==> config.mk <==
export PLATFORM = sky130hd
export DESIGN_NAME = bufpwm_timer
export DESIGN_NICKNAME = d
export VERILOG_FILES = /design/src/rtl/bufpwm_pkg.sv /design/src/rtl/tim_counter.sv /design/src/rtl/tim_link_sel.sv /design/src/rtl/tim_oc_chan.sv /design/src/rtl/bufpwm_timer.sv
export SDC_FILE = /design/constraint.sdc
export NUM_CORES = 1
export LEC_CHECK = 0
export BUFFER_PORTS_ARGS = -buffer_cell sky130_fd_sc_hd__buf_2
export CORE_UTILIZATION = 55
export CTS_CLUSTER_DIAMETER = 40
export DETAILED_ROUTE_END_ITERATION = 8
export PLACE_DENSITY = 0.83
export SETUP_SLACK_MARGIN = 0.5
export SKIP_CTS_REPAIR_TIMING = 1
export SLEW_MARGIN = 20
export SYNTH_ARGS = -nofsm -noshare
export SYNTH_HDL_FRONTEND = slang
export SYNTH_HIERARCHICAL = 1
export SYNTH_SLANG_ARGS = --single-unit
==> constraint.sdc <==
create_clock -name clk -period 2.4 [get_ports clk]
set_input_delay 0.12 -clock clk [delete_from_list [all_inputs] [get_ports clk]]
set_output_delay 0.12 -clock clk [all_outputs]
set_load 0.01 [all_outputs]
==> src/rtl/bufpwm_pkg.sv <==
package bufpwm_pkg;
  localparam int NUM_CH = 2;
  localparam int ADDR_W = 3;

  typedef enum logic [ADDR_W-1:0] {
    RA_MOD  = 3'd0,
    RA_CTL0 = 3'd1,
    RA_CMP0 = 3'd2,
    RA_CTL1 = 3'd3,
    RA_CMP1 = 3'd4
  } reg_addr_e;

  // control byte layout: bit0 enable, bit1 overflow-drive, bit2 polarity, bit3 link
  typedef struct packed {
    logic link;
    logic pol;
    logic tov;
    logic en;
  } chan_ctl_t;

  localparam int CTL_W = $bits(chan_ctl_t);
endpackage

==> src/rtl/tim_counter.sv <==
module tim_counter #(
  parameter int CNT_W = 16
) (
  input  logic             clk,
  input  logic             rst_n,
  input  logic [CNT_W-1:0] mod_i,
  output logic [CNT_W-1:0] count_o,
  output logic             wrap_o,
  output logic             ovf_o
);
  logic [CNT_W-1:0] count_q;
  logic             ovf_q;

  function automatic logic at_limit(input logic [CNT_W-1:0] c, input logic [CNT_W-1:0] m);
    return c >= m;
  endfunction

  function automatic logic [CNT_W-1:0] step(input logic [CNT_W-1:0] c, input logic w);
    return w ? '0 : c + 1'b1;
  endfunction

  assign wrap_o = at_limit(count_q, mod_i);

  always_ff @(posedge clk or negedge rst_n) begin
    if (!rst_n) begin
      count_q <= '0;
      ovf_q   <= 1'b0;
    end else begin
      count_q <= step(count_q, wrap_o);
      ovf_q   <= wrap_o;
    end
  end

  assign count_o = count_q;
  assign ovf_o   = ovf_q;

  p_wrap_to_zero_r1: assert property (@(posedge clk) disable iff (!rst_n)
    wrap_o |=> (count_q == '0));
  p_count_step_r1: assert property (@(posedge clk) disable iff (!rst_n)
    !wrap_o |=> (count_q == CNT_W'($past(count_q) + 1'b1)));
  p_ovf_pulse_r1: assert property (@(posedge clk) disable iff (!rst_n)
    wrap_o |=> ovf_q);
endmodule

==> src/rtl/tim_link_sel.sv <==
module tim_link_sel (
  input  logic clk,
  input  logic rst_n,
  input  logic link_i,
  input  logic wrap_i,
  input  logic wr_set0_i,
  input  logic wr_set1_i,
  output logic active_o
);
  logic active_q;
  logic last_q;

  // a write on the overflow clock wins over the remembered set
  function automatic logic pick_next(input logic last, input logic w0, input logic w1);
    if (w1) return 1'b1;
    if (w0) return 1'b0;
    return last;
  endfunction

  always_ff @(posedge clk or negedge rst_n) begin
    if (!rst_n) begin
      active_q <= 1'b0;
      last_q   <= 1'b0;
    end else if (!link_i) begin
      active_q <= 1'b0;
      last_q   <= 1'b0;
    end else begin
      last_q <= pick_next(last_q, wr_set0_i, wr_set1_i);
      if (wrap_i) active_q <= pick_next(last_q, wr_set0_i, wr_set1_i);
    end
  end

  assign active_o = active_q;

  p_hold_between_ovf_r8: assert property (@(posedge clk) disable iff (!rst_n)
    (link_i && !wrap_i) |=> $stable(active_q));
  p_follow_last_r9: assert property (@(posedge clk) disable iff (!rst_n)
    (link_i && wrap_i && !wr_set0_i && !wr_set1_i) |=> (active_q == $past(last_q)));
  p_same_clock_write_r11: assert property (@(posedge clk) disable iff (!rst_n)
    (link_i && wrap_i && wr_set1_i) |=> active_q);
  p_unlink_ch0_r12: assert property (@(posedge clk) disable iff (!rst_n)
    !link_i |=> !active_q);
endmodule

==> src/rtl/tim_oc_chan.sv <==
module tim_oc_chan #(
  parameter int CNT_W = 16
) (
  input  logic             clk,
  input  logic             rst_n,
  input  logic             en_i,
  input  logic             tov_i,
  input  logic             pol_i,
  input  logic             idle_i,
  input  logic [CNT_W-1:0] cmp_i,
  input  logic [CNT_W-1:0] mod_i,
  input  logic [CNT_W-1:0] count_i,
  input  logic             wrap_i,
  output logic             pin_o,
  output logic             match_o
);
  logic pin_q;
  logic match_q;
  logic live;
  logic hit;

  function automatic logic is_hit(input logic [CNT_W-1:0] c,
                                  input logic [CNT_W-1:0] cmp,
                                  input logic [CNT_W-1:0] m);
    return (cmp <= m) && (c == cmp);
  endfunction

  assign live = en_i && !idle_i;
  assign hit  = live && is_hit(count_i, cmp_i, mod_i);

  always_ff @(posedge clk or negedge rst_n) begin
    if (!rst_n) begin
      pin_q   <= 1'b0;
      match_q <= 1'b0;
    end else begin
      match_q <= hit;
      if (!live)                pin_q <= 1'b0;
      else if (wrap_i && tov_i) pin_q <= pol_i;
      else if (hit)             pin_q <= ~pol_i;
    end
  end

  assign pin_o   = pin_q;
  assign match_o = match_q;

  p_ovf_level_r3: assert property (@(posedge clk) disable iff (!rst_n)
    (live && tov_i && wrap_i) |=> (pin_q == $past(pol_i)));
  p_cmp_level_r4: assert property (@(posedge clk) disable iff (!rst_n)
    (hit && !(wrap_i && tov_i)) |=> (pin_q == !$past(pol_i)));
  p_no_match_beyond_r5: assert property (@(posedge clk) disable iff (!rst_n)
    (cmp_i > mod_i) |=> !match_q);
  p_idle_quiet_r7: assert property (@(posedge clk) disable iff (!rst_n)
    idle_i |=> (!pin_q && !match_q));
endmodule

==> src/rtl/bufpwm_timer.sv <==
module bufpwm_timer
  import bufpwm_pkg::*;
#(
  parameter int              CNT_W   = 16,
  parameter logic [CNT_W-1:0] MOD_RST = '1
) (
  input  logic             clk,
  input  logic             rst_n,
  input  logic             wr_en,
  input  logic [2:0]       wr_addr,
  input  logic [CNT_W-1:0] wr_data,
  output logic [1:0]       pin_o,
  output logic             ovf_o,
  output logic [1:0]       match_o
);
  logic [CNT_W-1:0] mod_q;
  chan_ctl_t        ctl_q [NUM_CH];
  logic [CNT_W-1:0] cmp_q [NUM_CH];
  logic [CNT_W-1:0] count;
  logic             wrap;
  logic             active;
  logic             linked;
  logic             wr_set0;
  logic             wr_set1;
  reg_addr_e        addr;

  assign addr    = reg_addr_e'(wr_addr);
  assign wr_set0 = wr_en && (addr == RA_CMP0);
  assign wr_set1 = wr_en && (addr == RA_CMP1);
  assign linked  = ctl_q[0].link;

  always_ff @(posedge clk or negedge rst_n) begin
    if (!rst_n) begin
      mod_q <= MOD_RST;
      for (int k = 0; k < NUM_CH; k++) begin
        ctl_q[k] <= '0;
        cmp_q[k] <= '0;
      end
    end else if (wr_en) begin
      case (addr)
        RA_MOD:  mod_q    <= wr_data;
        RA_CTL0: ctl_q[0] <= chan_ctl_t'(wr_data[CTL_W-1:0]);
        RA_CMP0: cmp_q[0] <= wr_data;
        RA_CTL1: ctl_q[1] <= chan_ctl_t'({1'b0, wr_data[CTL_W-2:0]});
        RA_CMP1: cmp_q[1] <= wr_data;
        default: ;
      endcase
    end
  end

  tim_counter #(.CNT_W(CNT_W)) u_cnt (
    .clk     (clk),
    .rst_n   (rst_n),
    .mod_i   (mod_q),
    .count_o (count),
    .wrap_o  (wrap),
    .ovf_o   (ovf_o)
  );

  tim_link_sel u_sel (
    .clk       (clk),
    .rst_n     (rst_n),
    .link_i    (linked),
    .wrap_i    (wrap),
    .wr_set0_i (wr_set0),
    .wr_set1_i (wr_set1),
    .active_o  (active)
  );

  for (genvar k = 0; k < NUM_CH; k++) begin : g_ch
    logic [CNT_W-1:0] eff_cmp;
    logic             idle;
    if (k == 0) begin : g_lead
      assign eff_cmp = (linked && active) ? cmp_q[1] : cmp_q[0];
      assign idle    = 1'b0;
    end else begin : g_follow
      assign eff_cmp = cmp_q[k];
      assign idle    = linked;
    end
    tim_oc_chan #(.CNT_W(CNT_W)) u_ch (
      .clk     (clk),
      .rst_n   (rst_n),
      .en_i    (ctl_q[k].en),
      .tov_i   (ctl_q[k].tov),
      .pol_i   (ctl_q[k].pol),
      .idle_i  (idle),
      .cmp_i   (eff_cmp),
      .mod_i   (mod_q),
      .count_i (count),
      .wrap_i  (wrap),
      .pin_o   (pin_o[k]),
      .match_o (match_o[k])
    );
  end

  p_pin1_linked_r7: assert property (@(posedge clk) disable iff (!rst_n)
    linked |=> !pin_o[1]);
endmodule

==> summary.md <==
| Metric | Value |
|---|---|
| Number of distinct library cells after synthesis | `48` |
| R2r setup slk | `-120 ps` |
| Initial Utilization | `57.9%` |
| Critical Path Sink Type | `flip-flop` |
| Worst-path maximum fanout | `6` |
| Fin crit share | `105%` |
| Leading area contributor after synthesis | `dfrtp_1` |
| Worst r2r src | `u_sel/active_o` |
| Clk sinks | `78` |
| Sequential area share after synthesis | `38.5%` |
| Max_cap viols | `0` |
| Max clock buf depth | `2` |
| Core Area | `8850 um^2` |
| GRT Residual Overflow | `0` |
| Crit path max-delay family | `simple AND/OR/NAND/NOR gates` |
| CP arrival | `2750 ps` |
| Vias in the first global route | `4059` |
| Via density per instance | `6.16` |
| Clk_lat worst skew | `350 ps` |
| Largest net degree at the start of global routing | `43` |
| H-tree levels | `3` |
| Syn-to-layout area delta | `26.7%` |
| 1st-pass router iterations | `7` |
| Syn Inst Count | `450` |
| Failing checks | `negative setup slack` |
| Worst setup startpoint | `u_sel/active_o` |
| Place WS | `-103 ps` |
| Routed Wire Length | `13700 um` |
| Final clock skew | `7.68 ps` |
| Final worst slack | `-121 ps` |
| # diodes | `0` |
| Required @ worst endpoint | `2630 ps` |
| Buffers and inverters on the worst path | `3` |
| Hold Vio Cnt, Final | `0` |
| Yosys warning total | `6` |
| Iteration-0 DRC Markers | `171` |
| Pwr dens | `861 nW/um^2` |
| TritonCTS clock tree | `built` |
| DRC viols | `0` |
| Mapped Nets | `521` |
| Setup-failing EPs final | `3` |
| PortBufs | `26` |
| Number of flops mapped to enable cells by yosys | `0` |
| Die width | `98.5 um` |
| Crit-path cells | `nand2_4, buf_12, mux2_4, buf_4, xnor2_1, nand4_1, nor4_1, buf_4, and4_4, nor3_2` |
| HPWL after detailed placement | `9370 um` |
| GR Util All Layers | `27.8%` |
| Largest cells by area after synthesis | `dfrtp_1, mux2_2, ha_1` |
| VDD IR-drop max | `0.525 mV` |
| Syn_area_per_cell | `11.4 um^2` |
| Cts bufs inserted | `9` |
| CP startpoint kind | `flip-flop` |
| Most frequent cells in the layout | `mux2_2, dfrtp_1, inv_1, xnor2_1, buf_4` |
| RD Place Congestion | `0.927` |
| Die height | `98.5 um` |
| #FFs+latches synth | `78` |
| Synthesized area | `5120 um^2` |
| Slew margin rel. | `57.4%` |
| Post-synth top flop | `dfrtp_1` |
| Rows | `34` |
| DR WL/cell | `21.3 um` |
| Worst setup path class | `reg -> reg` |
| Slowest cell delay on critical path | `420 ps` |
| Hold_sp | `wr_data[4]` |
| Slowest CP cell | `dfrtp_1` |
| Slew Limit Fails | `0` |
| Clock transition at path regs | `80 ps` |
| Share of layout cells above drive strength 1 | `48.1%` |
| Via count | `3945` |
| Status | `finished, violations left` |
| First-pass GRT wire length | `20600 um` |
| Fmax | `397 MHz` |
| Post-layout util | `73.3%` |
| Cell repeated most along the worst path | `buf_4` |
| Ys async rst share | `100%` |
| Hold Path Class | `in -> reg` |
| RSZ-0062 raised after global routing | `true` |
| Post-synth top area share | `30.3%` |
| IO Pins | `27` |
| Die area | `9700 um^2` |
| Initial antenna violation count | `0` |
| Leak Pwr | `2.76 nW` |
| Fin crit period | `2520 ps` |
| Worst Tran Pin Value | `639 ps` |
| Final #Nets | `598` |
| Root Buffer | `clkbuf_8` |
| Post-DRT Antenna Nets | `0` |
cells in the mapped netlist, types with 2 or more instances:
master      n
mux2_2     71
nand2b_1    2
o21ai_0     4
nor3_1      4
o31ai_2     2
dfrtp_1    62
nand4_2     2
nor2_1      6
xnor2_1    45
and4bb_2    2
dfstp_2    16
nor3_2      2
and4_1      2
nand4_1    17
inv_1      51
nor4_1     12
nor2b_1     4
o2bb2ai_1   2
buf_6       6
a21o_1      2
a221oi_2    2
nand3_1     8
o21a_1      5
and3_2      2
a21oi_1    17
nor4_2     11
a21boi_2    2
and4_4      2
o211ai_1    2
buf_2       2
ha_1       49
nand2_1    18
power breakdown:
part | switching [mW] | leakage [nW] | total [mW] | internal [mW]
clock | 0.501 | 0.114 | 1.09 | 0.589
sequential | 0.283 | 0.943 | 1.91 | 1.63
combinational | 1.28 | 1.71 | 2.59 | 1.30
total | 2.06 | 2.76 | 5.59 | 3.52
stage by stage:
stage / std cells / power [mW] / hold WS [ps] / cell area, um^2 / setup TNS, ps
6_report: 640 / 5.59 / 17.1 / 6490 / -290
5_1_grt: 640 / 5.89 / 20.9 / 6490 / -629
3_3_place_gp: 609 / 3.91 / 123 / 5800 / 0
3_5_place_dp: 609 / 4.03 / 128 / 5800 / -202
2_1_floorplan: 450 / 3.34 / -176 / 5320 / 0
4_1_cts: 625 / 5.17 / -251 / 6020 / -241
layer usage:
layer,GRT usage (%),vias to the layer above,share of wire [%]
met5,0,-,0
met4,12.3,0,3.8
met3,5.74,46,4.5
met2,48.0,135,52
met1,33.5,1994,39
li1,-,1770,-
final timing paths:
path | depth (start not counted) | to
worst max-delay path | 10 | g_ch[0].u_ch/pin_o
worst min-delay path | 2 | cmp_q[20]
worst max register to register | 10 | g_ch[0].u_ch/pin_o
worst min register to register | 1 | ctl_q[4]
max in group asynchronous | 3 | mod_q[6]
min in group asynchronous | 2 | cmp_q[29]
flip-flops by register name (all words and copies together) (netlist names), 2 cells and up:
register	cells
u_cnt/count_o	16
mod_q	16
g_ch.u_ch/pin_o	2
ctl_q	6
g_ch.u_ch/match_o	2
cmp_q	16
g_ch.eff_cmp	16
cell type report:
class | instances | area (um^2)
multi-input combinational | 311 | 3380
fill | 560 | 2360
sequential | 78 | 1970
timing repair buffer | 76 | 589
inverter | 51 | 191
tap | 108 | 135
clock buffer | 9 | 124
clock inverter | 7 | 96.3
cells by family after synthesis:
logic type	synth area share, %
AND/OR/NAND/NOR	14.1
flip-flops	38.5
multiplexers	15.6
buffers and inverters	5.40
adder cells (fa/ha/maj)	12.0
XOR/XNOR	7.87
AO/OA/AOI/OAI	6.50
other	0.0732
Note: power is estimated with default switching activity, not from simulation.
